[src/rtl/tgf_pkg.sv]
package tgf_pkg;
  typedef struct packed {
    logic capture;
    logic finish;
    logic full;
  } tgfCtlT;
endpackage

[src/rtl/tgf_ctrl.sv]
module tgf_ctrl
  import tgf_pkg::*;
#(
  parameter int GROUP  = 4,
  parameter int SLOT_W = $clog2(GROUP)
) (
  input  logic              clk,
  input  logic              rst,
  input  logic              passReq,
  input  logic              fifoValid,
  input  logic              fifoEmpty,
  input  logic              fifoOverrun,
  output logic              fifoReady,
  output logic [SLOT_W-1:0] slot,
  output tgfCtlT            ctl
);
  localparam int CNT_W = $clog2(GROUP + 1);

  typedef enum logic [1:0] {S_IDLE, S_COLLECT, S_DRAIN} stateT;
  stateT            state;
  logic [CNT_W-1:0] cnt;

  always_comb begin
    fifoReady = 1'b0;
    ctl       = '0;
    case (state)
      S_COLLECT: begin
        ctl.full    = (cnt == CNT_W'(GROUP));
        fifoReady   = !ctl.full && !fifoEmpty;
        ctl.capture = fifoReady && fifoValid;
        ctl.finish  = ctl.full || fifoEmpty;
      end
      S_DRAIN: fifoReady = !fifoEmpty;
      default: ;
    endcase
  end

  assign slot = cnt[SLOT_W-1:0];

  always_ff @(posedge clk) begin
    if (rst) begin
      state <= S_IDLE;
      cnt   <= '0;
    end else begin
      case (state)
        S_IDLE: if (passReq) begin
          cnt   <= '0;
          state <= fifoOverrun ? S_DRAIN : S_COLLECT;
        end
        S_COLLECT: begin
          if (ctl.capture) cnt <= cnt + 1'b1;
          if (ctl.finish)  state <= S_IDLE;
        end
        S_DRAIN: if (fifoEmpty) state <= S_IDLE;
        default: state <= S_IDLE;
      endcase
    end
  end

  AST_OVR_DRAIN: assert property (@(posedge clk) disable iff (rst)
    (state == S_IDLE && passReq && fifoOverrun) |=> (state == S_DRAIN));
  AST_EMPTY_NO_POP: assert property (@(posedge clk) disable iff (rst)
    fifoEmpty |-> !fifoReady);
  AST_IDLE_NO_POP: assert property (@(posedge clk) disable iff (rst)
    (state == S_IDLE) |-> !fifoReady);
  AST_POP_LIMIT: assert property (@(posedge clk) disable iff (rst)
    ctl.capture |-> (cnt < CNT_W'(GROUP)));
endmodule

[src/rtl/tgf_datapath.sv]
module tgf_datapath
  import tgf_pkg::*;
#(
  parameter int GROUP   = 4,
  parameter int DATA_W  = 32,
  parameter int COORD_W = 10,
  parameter int X_LSB   = 16,
  parameter int Y_LSB   = 0,
  parameter int PEN_BIT = 31,
  parameter int AVG_A   = 1,
  parameter int AVG_B   = 2,
  parameter int SLOT_W  = $clog2(GROUP)
) (
  input  logic               clk,
  input  logic               rst,
  input  logic [DATA_W-1:0]  fifoData,
  input  logic [SLOT_W-1:0]  slot,
  input  tgfCtlT             ctl,
  output logic               reportValid,
  output logic               reportTouch,
  output logic [COORD_W-1:0] reportX,
  output logic [COORD_W-1:0] reportY
);
  localparam logic [COORD_W-1:0] FULL_SCALE = {COORD_W{1'b1}};

  logic [COORD_W-1:0] xInv [GROUP];
  logic [COORD_W-1:0] yInv [GROUP];
  logic               penUp [GROUP];

  for (genvar g = 0; g < GROUP; g++) begin : g_slot
    always_ff @(posedge clk) begin
      if (rst) begin
        xInv[g]  <= '0;
        yInv[g]  <= '0;
        penUp[g] <= 1'b1;
      end else if (ctl.capture && slot == SLOT_W'(g)) begin
        xInv[g]  <= FULL_SCALE - fifoData[X_LSB +: COORD_W];
        yInv[g]  <= FULL_SCALE - fifoData[Y_LSB +: COORD_W];
        penUp[g] <= fifoData[PEN_BIT];
      end
    end
  end

  logic [COORD_W:0] sumX, sumY;
  logic             touchNow;
  assign sumX     = {1'b0, xInv[AVG_A]} + {1'b0, xInv[AVG_B]};
  assign sumY     = {1'b0, yInv[AVG_A]} + {1'b0, yInv[AVG_B]};
  assign touchNow = ctl.full && !penUp[GROUP-1];

  always_ff @(posedge clk) begin
    if (rst) begin
      reportValid <= 1'b0;
      reportTouch <= 1'b0;
      reportX     <= '0;
      reportY     <= '0;
    end else begin
      reportValid <= ctl.finish;
      if (ctl.finish) begin
        reportTouch <= touchNow;
        if (touchNow) begin
          reportX <= sumX[COORD_W:1];
          reportY <= sumY[COORD_W:1];
        end
      end
    end
  end

  AST_ONE_STROBE: assert property (@(posedge clk) disable iff (rst)
    reportValid |=> !reportValid);
  AST_HOLD: assert property (@(posedge clk) disable iff (rst)
    !reportValid |-> ($stable(reportX) && $stable(reportY) && $stable(reportTouch)));
  AST_RELEASE_KEEPS_POS: assert property (@(posedge clk) disable iff (rst)
    (reportValid && !reportTouch) |-> ($stable(reportX) && $stable(reportY)));
  AST_TOUCH_NEEDS_GROUP: assert property (@(posedge clk) disable iff (rst)
    (reportValid && reportTouch) |-> $past(ctl.full));
endmodule

[src/rtl/touch_group_filter.sv]
module touch_group_filter
  import tgf_pkg::*;
#(
  parameter int GROUP   = 4,
  parameter int DATA_W  = 32,
  parameter int COORD_W = 10,
  parameter int X_LSB   = 16,
  parameter int Y_LSB   = 0,
  parameter int PEN_BIT = 31,
  parameter int AVG_A   = 1,
  parameter int AVG_B   = 2
) (
  input  logic               clk,
  input  logic               rst,
  input  logic               passReq,
  input  logic [DATA_W-1:0]  fifoData,
  input  logic               fifoValid,
  input  logic               fifoEmpty,
  input  logic               fifoOverrun,
  output logic               fifoReady,
  output logic               reportValid,
  output logic               reportTouch,
  output logic [COORD_W-1:0] reportX,
  output logic [COORD_W-1:0] reportY
);
  localparam int SLOT_W = $clog2(GROUP);

  tgfCtlT            ctl;
  logic [SLOT_W-1:0] slot;

  tgf_ctrl #(.GROUP(GROUP), .SLOT_W(SLOT_W)) ctrl_i (
    .clk(clk), .rst(rst), .passReq(passReq), .fifoValid(fifoValid),
    .fifoEmpty(fifoEmpty), .fifoOverrun(fifoOverrun), .fifoReady(fifoReady),
    .slot(slot), .ctl(ctl)
  );

  tgf_datapath #(
    .GROUP(GROUP), .DATA_W(DATA_W), .COORD_W(COORD_W), .X_LSB(X_LSB),
    .Y_LSB(Y_LSB), .PEN_BIT(PEN_BIT), .AVG_A(AVG_A), .AVG_B(AVG_B), .SLOT_W(SLOT_W)
  ) dp_i (
    .clk(clk), .rst(rst), .fifoData(fifoData), .slot(slot), .ctl(ctl),
    .reportValid(reportValid), .reportTouch(reportTouch),
    .reportX(reportX), .reportY(reportY)
  );
endmodule

[config.mk]
export PLATFORM = sky130hd
export DESIGN_NAME = touch_group_filter
export DESIGN_NICKNAME = d
export VERILOG_FILES = /design/src/rtl/tgf_pkg.sv /design/src/rtl/tgf_ctrl.sv /design/src/rtl/tgf_datapath.sv /design/src/rtl/touch_group_filter.sv
export SDC_FILE = /design/constraint.sdc
export NUM_CORES = 1
export LEC_CHECK = 0
export BUFFER_PORTS_ARGS = -buffer_cell sky130_fd_sc_hd__buf_4
export CAP_MARGIN = 15
export CORE_MARGIN = 3
export CORE_UTILIZATION = 25
export DETAILED_ROUTE_END_ITERATION = 16
export PLACE_DENSITY = 0.51
export SLEW_MARGIN = 30
export SYNTH_ARGS = -nofsm -noshare
export SYNTH_HDL_FRONTEND = slang
export SYNTH_SLANG_ARGS = --single-unit
[constraint.sdc]
create_clock -name clk -period 2.2 [get_ports clk]
set_clock_uncertainty 0.15 [all_clocks]
set_input_delay 0.22 -clock clk [delete_from_list [all_inputs] [get_ports clk]]
set_output_delay 0.22 -clock clk [all_outputs]
set_load 0.01 [all_outputs]
* Yosys cells after proc, flatten, opt, wreduce, memory -nomap -nowiden
Memory sizes are Yosys's and may differ from the RTL's. Index checks and enable logic that the tools add are counted.
Storage, ports and cells: register bits after elaboration 27, bits in writable memories 84, input port bits 38, output and inout bits 23, logic and storage cells 89, memories 3
Cells by class: add/sub/neg operators 5, equality and inequality tests 10, mux-type cells 36, bitwise operators 12, reduce and logical (&&, ||, !) cells 17
Memories:
- dp_i.xInv | words 4, width 10, rd ports 2, clocked after Yosys merged registers in 0, wr ports 4, line tgf_datapath.sv:26 | logic [COORD_W-1:0] xInv [GROUP];
- dp_i.yInv | words 4, width 10, rd ports 2, clocked after Yosys merged registers in 0, wr ports 4, line tgf_datapath.sv:27 | logic [COORD_W-1:0] yInv [GROUP];
- dp_i.penUp | words 4, width 1, rd ports 1, clocked after Yosys merged registers in 0, wr ports 4, line tgf_datapath.sv:28 | logic penUp [GROUP];
Operator list (number):
- two-way mux 10 bit | 8
- adder 10 x 10 -> 11 bit | 2
- subtractor 10 bit (first input constant) | 2
- two-way mux 1 bit | 18
- bitwise OR 1 bit | 12
- two-way mux 3 bit | 3
- two-way mux 2 bit | 4
- logical AND 1 bit | 7
- equality test 2 bit (second input constant) | 3
- one-hot mux 2 bit (3 select lines) | 1
- one-hot mux 3 bit (2 select lines) | 1
- AND reduction 3 bit | 2
- equality test 2 x 1 -> 1 bit (second input constant) | 2
- logical NOT 2 bit | 2
- inequality test 2 x 1 -> 1 bit (second input constant) | 2
- inequality test 2 bit (second input constant) | 2
- adder 3 x 1 -> 3 bit (second input constant) | 1
- equality test 3 bit (second input constant) | 1
- logical NOT 1 bit | 3
- one-hot mux 1 bit (2 select lines) | 1
- AND reduction 2 bit | 1
- nonzero test 2 bit | 1
- logical OR 1 bit | 1

* Depth between registers and ports, before layout
Gate-level depths: netlist of run 1.
depth after elaboration 10, gate-level depth with buffers 8, gate-level depth less buffers 6

* By module
Synthesis of run 1 repeated with hierarchy kept, for this count alone.
Second synthesis, totals: cell total of the unflattened synthesis 357, area, all modules 3535.9 sq um
By module, submodules not included:
- tgf_datapath | times used 1, cells an instance 311, area an instance 3149.3 sq um
- tgf_ctrl | times used 1, cells an instance 46, area an instance 386.6 sq um

* Worst setup path after synthesis of run 1
Ideal clock, no wire load.
kind register to register, start point reg ctrl_i.cnt[0], end point mem dp_i.xInv[1][0] (enable), arrival 1622 ps, path slack 51 ps, cell stages (with the launch flop) 7, path buffers 0, cells stage by stage dfxtp_1 -> inv_1 -> ha_1 -> a21bo_2 -> nor2_4 -> nand2_1 -> nand2_1
RTL lines:
- start: declaration | line tgf_ctrl.sv:21 | logic [CNT_W-1:0] cnt;
- start signal: assignment | line tgf_ctrl.sv:51 | if (ctl.capture) cnt <= cnt + 1'b1;
- end: declaration | line tgf_datapath.sv:26

* Worst setup path in the final report of run 1
start point reg ctrl_i.cnt[0], end point out fifoReady
Between the ends: word-level cells in the longest chain between the ends 4
RTL lines:
- equality test 3 bit | line tgf_ctrl.sv:28 | ctl.full = (cnt == CNT_W'(GROUP));
- logical NOT 1 bit | line tgf_ctrl.sv:29 | fifoReady = !ctl.full && !fifoEmpty;
- logical AND 1 bit | line tgf_ctrl.sv:29
- one-hot mux 1 bit (2 select lines) | line tgf_ctrl.sv:26 | case (state)
- end: declaration | line touch_group_filter.sv:20 | output logic fifoReady,
No other way between the ends.

==> flow_metrics.env, run 1 <==
export IMPL_status="finished clean"
export IMPL_worst_pin_slew_ns=0.429
export IMPL_stdcell_area_sq_um=4480
export IMPL_fin_setup_tns_ns=0
export IMPL_wl_mm=9.15
export IMPL_grt_ovfl_total=0
export IMPL_r2r_start="dp_i.yInv[2][0]"
export IMPL_yosysMostFrequentCell="nor2_1"
export IMPL_synth_largest_area_cell="edfxtp_1"
export IMPL_yosysUniqueCellTypes=46
export IMPL_critPathMaxStageDelay_ns=0.36
export IMPL_path_class="reg2out"
export IMPL_port_buffers=49
export IMPL_fin_nets=490
export IMPL_antenna_found_initial=0
export IMPL_dp_hpwl_mm=6.66
export IMPL_syn_avg_cell_area_sq_um=9.69
export IMPL_synth_edff_count=41
export IMPL_crit_slowest_cell="dfxtp_2"
export IMPL_synth_top_cell_area_share_pct=34.7
export IMPL_min_period_ns=2.10
export IMPL_crit_chain="inv_1 > ha_2 > a21bo_2 > a21oi_4 > and2_1 > buf_4"
export IMPL_hold_viol_final=0
export IMPL_die_h_um=125
export IMPL_vias_per_cell=4.79
export IMPL_netlist_area_sq_um=3550
export IMPL_cts_tree="built"
export IMPL_rsz0062_at_grt="yes"
export IMPL_core_area_sq_um=13600
export IMPL_period_share_pct=95.6
export IMPL_critPathRequiredTime_ns=1.83
export IMPL_finalSetupViolCount=0
export IMPL_leakage_nw=1.75
export IMPL_synth_commonest_cells="nor2_1 (51), edfxtp_1 (41), nand2_1 (34)"
export IMPL_worstSetupEndpointType="output port"
export IMPL_vias=2899
export IMPL_cts_sinks=68
export IMPL_antenna_left=0
export IMPL_grt_max_degree=21
export IMPL_critPathLaunchType="register"
export IMPL_crit_fanout=5
export IMPL_design_power_total_mw=2.87
export IMPL_ir_drop_mv=0.312
export IMPL_start_util_pct=26.2
export IMPL_drive_gt1_share_pct=19.3
export IMPL_worstSkewPairLatency_ns=0.33
export IMPL_crit_family="compound AO/OA/AOI/OAI gates"
export IMPL_die_w_um=125
export IMPL_die_area_sq_um=15600
export IMPL_cts_setup_buffers=0
export IMPL_rows=42
export IMPL_syn_nets=431
export IMPL_io_pin_count=61
export IMPL_n_antenna_cell=0
export IMPL_fin_hold_ws_ns=0.0187
export IMPL_numCtsBuffers=9
export IMPL_synthCells=366
export IMPL_grt_pass1_wl_mm=14.7
export IMPL_powerDensity_nw_per_um2=641
export IMPL_wire_per_inst_um=15.1
export IMPL_drcViolationCount=0
export IMPL_arrival_ns=1.73
export IMPL_firstDrtPassIters=4
export IMPL_crit_buf_inv=2
export IMPL_synth_seq_cells=68
export IMPL_maxSlewViolCount=0
export IMPL_hold_buffers=0
export IMPL_drt_initial_drc_count=194
export IMPL_cts_buffer_depth=2
export IMPL_cts_max_level=3
export IMPL_areaGrowthSynthToFinish_pct=26.3
export IMPL_worstHoldStart="fifoData[2]"
export IMPL_min_path_type="in2reg"
export IMPL_cts_root_buffer="clkbuf_16"
export IMPL_ys_flop_type="edfxtp_1"
export IMPL_async_flop_share_pct=0
export IMPL_grtUsageTotal_pct=11.8
export IMPL_crit_start="ctrl_i.cnt[0]"
export IMPL_fmax_mhz=475
export IMPL_cts_resized_gates=2
export IMPL_yosysWarnings=0
export IMPL_grt_pass1_vias=2819
export IMPL_yosys_top_cells_area="edfxtp_1 (35%), dfxtp_1 (15%), ha_1 (8.8%)"
export IMPL_gp_congestion=0.862
export IMPL_post_dp_cell_area_sq_um=4210
export IMPL_max_slew_margin_pct=71.2
export IMPL_max_cap_viol_count=0
export IMPL_clk_pin_slew_worst_paths_ns=0.06
export IMPL_ys_seq_area_share_pct=50.0
-- per-layer routing --
layer,global-route usage [%],vias to the layer above,wire length (um)
met5,0,-,0
met4,4.78,0,138
met3,2.81,8,507
met2,18.7,62,4270
met1,15.5,1360,4240
li1,-,1469,-
-- power by group --
part | internal, mW | switching, mW
clock | 0.750 | 0.487
combinational | 0.100 | 0.146
sequential | 1.38 | 0.0112
-- worst paths after layout --
| path | depth (start not counted) | to | slack (ns) |
|---|---|---|---|
| hold / removal | 2 | dp_i.yInv[2][2] | 0.02 |
| hold reg to reg | 2 | dp_i.reportY[1] | 0.31 |
| setup reg to reg | 6 | dp_i.reportY[9] | 0.16 |
| setup / recovery | 6 | fifoReady | 0.1 |
-- cell families after synthesis --
logic type / count (synthesis) / share of synthesized area, %
muxes: 1 / 0.282
DFF: 68 / 50.0
xor gates and xnor gates: 2 / 0.494
adders and majority gates: 27 / 9.95
and+or+nand+nor: 147 / 19.4
buffers and inverters: 28 / 3.25
AOI/OAI and AO/OA: 93 / 16.7
-- sequential cells by signal (all words and copies together) (netlist names) --
signal / cells
dp_i.reportY: 10
dp_i.xInv: 20
dp_i.penUp: 1
dp_i.reportX: 10
ctrl_i.state: 2
dp_i.reportTouch: 1
dp_i.yInv: 20
dp_i.reportValid: 1
ctrl_i.cnt: 3
-- cell type report --
cell class                      instances  area [sq um]
Clock buffer                           12           236
Clock inverter                          3          15.0
Fill cell                            1421          9080
Inverter                               13          48.8
Multi-Input combinational cell        270          1670
Sequential cell                        68          1770
Tap cell                              176           220
Timing Repair Buffer                   63           510
-- layout by cell type (no fill, tap or decap), drive strengths merged, types with 21 or more instances in the layout --
master / n
a21oi: 30
buf: 63
dfxtp: 27
edfxtp: 41
ha: 25
nand2: 34
nand3: 21
nor2: 52
o21ai: 23
-- stage by stage --
stage / std cells / setup slack (ns) / util [%]
3_3_place_gp: 590 / 0.153 / 31.1
5_1_grt: 605 / -0.000980 / 33.0
3_5_place_dp: 590 / 0.0545 / 31.1
4_1_cts: 605 / 0.00173 / 33.0
6_report: 605 / 0.0966 / 33.0
2_1_floorplan: 366 / 0.0511 / -
-- worst reg2reg max path, cell delays in order (launching register included) --
cell and delay, ns:
edfxtp_1 0.36, nand2_1 0.09, fa_1 0.46, nor2b_1 0.25, o31a_1 0.25, o211ai_1 0.12
a221oi_1 0.26
No activity file was read; power rests on OpenSTA's default activity.
==> inputs of run 2 (changes only) <==
- RECOVER_POWER: default -> 100
- SLEW_MARGIN: 30 -> default
==> run 2 against run 1 <==
  * Sequential cell count stayed put
  * Core utilization is 0.61 points lower
  * Clock power about the same
  * Sequential share of layout area increased by 0.74 points
  * Critical endpoint unchanged
  * Highest routed layer unchanged
==> flow_metrics.env, run 2 (same netlist as run 1, synthesis figures left out) <==
export IMPL_vias_per_cell=4.80
export IMPL_drive_gt1_share_pct=14.2
export IMPL_vias=2902
export IMPL_port_buffers=49
export IMPL_die_area_sq_um=15600
export IMPL_path_class="reg2out"
export IMPL_areaGrowthSynthToFinish_pct=23.9
export IMPL_grt_max_degree=21
export IMPL_stdcell_area_sq_um=4390
export IMPL_rows=42
export IMPL_min_path_type="in2reg"
export IMPL_grtUsageTotal_pct=11.8
export IMPL_cts_max_level=3
export IMPL_layout_commonest_cell="nor2_1"
export IMPL_hold_buffers=0
export IMPL_arrival_ns=1.73
export IMPL_ir_drop_mv=0.307
export IMPL_period_share_pct=95.6
export IMPL_biggestRegsByFlops="dp_i.xInv (20), dp_i.yInv (20)"
export IMPL_cts_tree="built"
export IMPL_fin_util_pct=32.4
export IMPL_final_cell_count_no_fill=605
export IMPL_numCtsBuffers=9
export IMPL_crit_fanout=5
export IMPL_drt_initial_drc_count=207
export IMPL_rsz0062_at_grt="yes"
export IMPL_die_w_um=125
export IMPL_grt_pass1_wl_mm=14.7
export IMPL_start_util_pct=26.2
export IMPL_max_slew_margin_pct=71.2
export IMPL_fin_nets=490
export IMPL_io_pin_count=61
export IMPL_num_fill_cells=1437
export IMPL_gp_congestion=0.862
export IMPL_maxSlewViolCount=0
export IMPL_core_area_sq_um=13600
export IMPL_crit_chain="inv_1 > ha_2 > a21bo_2 > a21oi_4 > and2_1 > buf_4"
export IMPL_crit_slowest_cell="dfxtp_2"
export IMPL_cts_buffer_depth=2
export IMPL_powerDensity_nw_per_um2=652
export IMPL_cts_sinks=68
export IMPL_hold_viol_final=0
export IMPL_finalSetupViolCount=0
export IMPL_firstDrtPassIters=4
export IMPL_leakage_nw=1.65
export IMPL_wl_mm=9.10
export IMPL_critPathRequiredTime_ns=1.83
export IMPL_wire_per_inst_um=15.0
export IMPL_status="finished clean"
export IMPL_drcViolationCount=0
export IMPL_worst_pin_slew_ns=0.428
export IMPL_post_dp_cell_area_sq_um=4210
export IMPL_fin_hold_ws_ns=0.0237
export IMPL_cts_root_buffer="clkbuf_16"
export IMPL_max_cap_viol_count=0
export IMPL_die_h_um=125
export IMPL_dp_cells=590
export IMPL_fmax_mhz=476
export IMPL_critPathLaunchType="register"
export IMPL_grt_ovfl_total=0
export IMPL_n_antenna_cell=0
export IMPL_clk_pin_slew_worst_paths_ns=0.06
export IMPL_antenna_left=0
export IMPL_min_period_ns=2.10
export IMPL_worstSkewPairLatency_ns=0.32
export IMPL_critPathMaxStageDelay_ns=0.36
export IMPL_grt_pass1_vias=2819
export IMPL_dp_hpwl_mm=6.66
export IMPL_mostFrequentLayoutCells="nor2_1 (51), edfxtp_1 (41), buf_4 (38)"
export IMPL_worstSetupEndpointType="output port"
export IMPL_antenna_found_initial=0
-- run 2: cell count changes in the layout (fill, tap and decap cells not counted) --
| cell | previous run | this run |
|---|---|---|
| buf_4 | 60 | 38 |
| clkbuf_1 | 3 | 25 |
-- run 2: power breakdown --
group	internal [mW]	leakage (nW)	switching (mW)
combinational	0.100	0.890	0.146
clock	0.750	0.126	0.483
sequential	1.38	0.638	0.0112
total	2.23	1.65	0.640
-- run 2: critical path, delay by kind of cell, from the launching register on --
| family | cells | cell delay [ns] |
|---|---|---|
| and+or+nand+nor | 1 | 0.14 |
| AOI/OAI and AO/OA | 2 | 0.47 |
| DFF | 1 | 0.36 |
| adders and majority gates | 1 | 0.23 |
| buffers and inverters | 2 | 0.20 |
-- run 2: what timing repair did --
action | in CTS | in global routing
resized for setup | 2 | 3
setup buffers | 0 | 0
setup endpoints to repair | 1 | 2
-- run 2: final cells by class --
| class | count | area (sq um) | share of cell area (%) |
|---|---|---|---|
| timing repair buffer | 63 | 428 | 9.74 |
| tap | 176 | 220 | 5.01 |
| clock buffer | 12 | 236 | 5.38 |
| clock inverter | 3 | 15.0 | 0.342 |
| multi-input combinational | 270 | 1670 | 38.0 |
| inverter | 13 | 48.8 | 1.11 |
| sequential | 68 | 1770 | 40.4 |
-- run 2: final timing paths --
path,start,end,slack (ns),cells after the start
min reg2reg,dp_i.reportY[1],dp_i.reportY[1],0.30,2
max reg2reg,dp_i.yInv[2][0],dp_i.reportY[9],0.17,6
min,fifoData[2],dp_i.yInv[2][2],0.02,2
max,ctrl_i.cnt[0],fifoReady,0.1,6
-- run 2: metal layers --
| layer | global-route usage, % | routed length [um] | up-vias |
|---|---|---|---|
| met4 | 4.78 | 165 | 0 |
| met3 | 2.81 | 391 | 10 |
| met5 | 0 | 0 | - |
| met1 | 15.5 | 4350 | 1364 |
| met2 | 18.7 | 4190 | 59 |
| li1 | - | - | 1469 |
-- run 2: metrics by stage --
step	power (mW)	worst slack, ns	setup TNS [ns]
after floorplan	1.55	0.0511	0
after global placement	1.65	0.153	0
after detailed placement	1.66	0.0545	0
after CTS	2.91	0.00173	0
after global routing	3.00	-0.000980	-0.000980
final	2.87	0.0972	0
==> inputs of run 3 (changes only) <==
- CELL_PAD_IN_SITES_DETAIL_PLACEMENT: default -> 0
- CELL_PAD_IN_SITES_GLOBAL_PLACEMENT: default -> 2
- PLACE_DENSITY: 0.51 -> 0.71
- SETUP_SLACK_MARGIN: default -> 0.3
- clock period: 2.2 -> 1.85 ns (I/O delays scaled with it)
==> run 3 against run 2 <==
  * The run now ends with negative setup slack left
  * Critical endpoint unchanged
  * Power increased by 30%
  * Clock-buffer cell count is 2 higher
  * Critical path depth is the same
  * Routed wire length grew 31%
  * Core utilization rose by 12 points
  * Critical path type unchanged
  * Highest routed layer unchanged
==> flow_metrics.env, run 3 (same netlist as run 1, synthesis figures left out) <==
export IMPL_status="finished with violations"
export IMPL_violations="negative setup slack"
export IMPL_dp_cells=600
export IMPL_worstHoldStart="fifoData[31]"
export IMPL_min_period_ns=1.87
export IMPL_critPathMaxStageDelay_ns=0.32
export IMPL_hold_end="dp_i.penUp[3]"
export IMPL_rows=42
export IMPL_post_dp_cell_area_sq_um=4500
export IMPL_worstSkewPairLatency_ns=0.33
export IMPL_fin_setup_tns_ns=-0.0273
export IMPL_vias=3392
export IMPL_clk_pin_slew_worst_paths_ns=0.06
export IMPL_design_power_total_mw=3.72
export IMPL_ir_drop_mv=0.339
export IMPL_antenna_found_initial=0
export IMPL_layout_setup_ws_ns=-0.0163
export IMPL_r2r_start="dp_i.yInv[1][2]"
export IMPL_cts_max_level=3
export IMPL_fin_hold_ws_ns=0.00920
export IMPL_crit_buf_inv=2
export IMPL_multiInputGateArea_sq_um=2510
export IMPL_crit_slowest_cell="dfxtp_1"
export IMPL_drive_gt1_share_pct=43.4
export IMPL_die_area_sq_um=15600
export IMPL_grt_max_degree=20
export IMPL_fmax_mhz=536
export IMPL_fin_util_pct=44.7
export IMPL_cts_sinks=68
export IMPL_rsz0062_at_grt="yes"
export IMPL_reg2regPathDepth=6
export IMPL_cts_buffer_depth=2
export IMPL_path_class="reg2out"
export IMPL_vias_per_cell=4.93
export IMPL_fin_nets=572
export IMPL_timing_rr_end="dp_i.reportY[7]"
export IMPL_firstDrtPassIters=4
export IMPL_areaGrowthSynthToFinish_pct=70.9
export IMPL_leakage_nw=2.20
export IMPL_io_pin_count=61
export IMPL_biggestRegsByFlops="dp_i.xInv (20), dp_i.yInv (20)"
export IMPL_stdcell_area_sq_um=6060
export IMPL_grt_ovfl_total=0
export IMPL_grt_pass1_vias=3218
export IMPL_hold_viol_final=0
export IMPL_start_util_pct=26.2
export IMPL_arrival_ns=1.53
export IMPL_dp_slack_ns=-0.0346
export IMPL_drcViolationCount=0
export IMPL_grt_use_met2_pct=23.8
export IMPL_powerDensity_nw_per_um2=614
export IMPL_dp_hpwl_mm=6.74
export IMPL_busiest_layer="met2"
export IMPL_max_slew_margin_pct=64.2
export IMPL_min_path_type="in2reg"
export IMPL_grt_pass1_wl_mm=18.0
export IMPL_met1_usage_pct=19.9
export IMPL_seq_area_sq_um=1780
export IMPL_wire_per_inst_um=17.4
export IMPL_crit_family="compound AO/OA/AOI/OAI gates"
export IMPL_critPathRequiredTime_ns=1.51
export IMPL_crit_fanout=4
export IMPL_cts_root_buffer="clkbuf_16"
export IMPL_drt_initial_drc_count=171
export IMPL_numCtsBuffers=9
export IMPL_die_w_um=125
export IMPL_grtUsageTotal_pct=14.8
export IMPL_mostFrequentLayoutCells="buf_4 (66), edfxtp_1 (41), nor2_4 (35)"
export IMPL_core_area_sq_um=13600
export IMPL_crit_chain="inv_2 > ha_4 > a21bo_4 > a21oi_4 > and2_4 > buf_6"
export IMPL_n_antenna_cell=0
export IMPL_gp_congestion=0.765
export IMPL_port_buffers=49
export IMPL_max_cap_viol_count=0
export IMPL_critPathLaunchType="register"
export IMPL_layout_commonest_cell="buf_4"
export IMPL_finalSetupViolCount=3
export IMPL_maxSlewViolCount=0
export IMPL_final_cell_count_no_fill=688
export IMPL_cts_tree="built"
export IMPL_wl_mm=11.9
export IMPL_hold_depth=3
export IMPL_num_fill_cells=1320
export IMPL_rrSetupSlack_ns=-0.01
export IMPL_die_h_um=125
export IMPL_period_share_pct=101
export IMPL_grt_use_met3_pct=2.77
export IMPL_worstSetupEndpointType="output port"
export IMPL_worst_pin_slew_ns=0.535
export IMPL_antenna_left=0
run 3: cell count changes in the layout (fill, tap and decap cells not counted), sizes merged:
cell         previous run  this run
nand2                  34        40
clkbuf                 34        39
dlygate4sd3             0        20
nand4b                  1         2
buf                    41        93
clkinv                  4         3
run 3: layout make-up:
cell class / instances / area share, %
clock buffers: 14 / 4.19
multi-input cells: 277 / 41.5
well taps: 176 / 3.63
inverters: 13 / 0.805
flip-flops and latches: 68 / 29.3
repair buffers: 138 / 20.4
clock inverters: 2 / 0.165
run 3: worst max path at each step:
stage                    startpoint  depth (start not counted)              end  slack [ns]
floorplan           ctrl_i.state[1]                          7  dp_i.xInv[1][0]        0.14
global placement      ctrl_i.cnt[1]                          6  dp_i.reportX[5]       -0.03
detailed placement    ctrl_i.cnt[1]                          6  dp_i.reportX[5]       -0.03
CTS                 ctrl_i.state[1]                          6        fifoReady       -0.03
global route        dp_i.xInv[2][1]                          8  dp_i.reportX[8]        -0.1
finish              ctrl_i.state[1]                          6        fifoReady       -0.02
run 3: repair_timing:
item / CTS / global route
hold buffers: 20 / 0
pin swaps: 30 / 34
endpoints found under the hold margin: 38 / 0
endpoints found under the setup margin: 106 / 107
buffers inserted: 21 / 18
resized for setup: 76 / 92
cloned: 11 / 2
run 3: power breakdown:
group | internal (mW) | switching, mW | leakage [nW]
sequential | 1.64 | 0.0191 | 0.639
clock | 0.941 | 0.620 | 0.131
combinational | 0.239 | 0.265 | 1.43
run 3: tightest hold or removal path, cell delays in order:
cell and delay, ns:
buf_4 0.08, inv_1 0.04, nand4_1 0.08
run 3: per-layer routing:
layer  wire, um  vias to the layer above
li1           -                     1653
met1       5500                     1654
met2       5960                       79
met3        373                        6
met4        111                        0
met5          0                        -
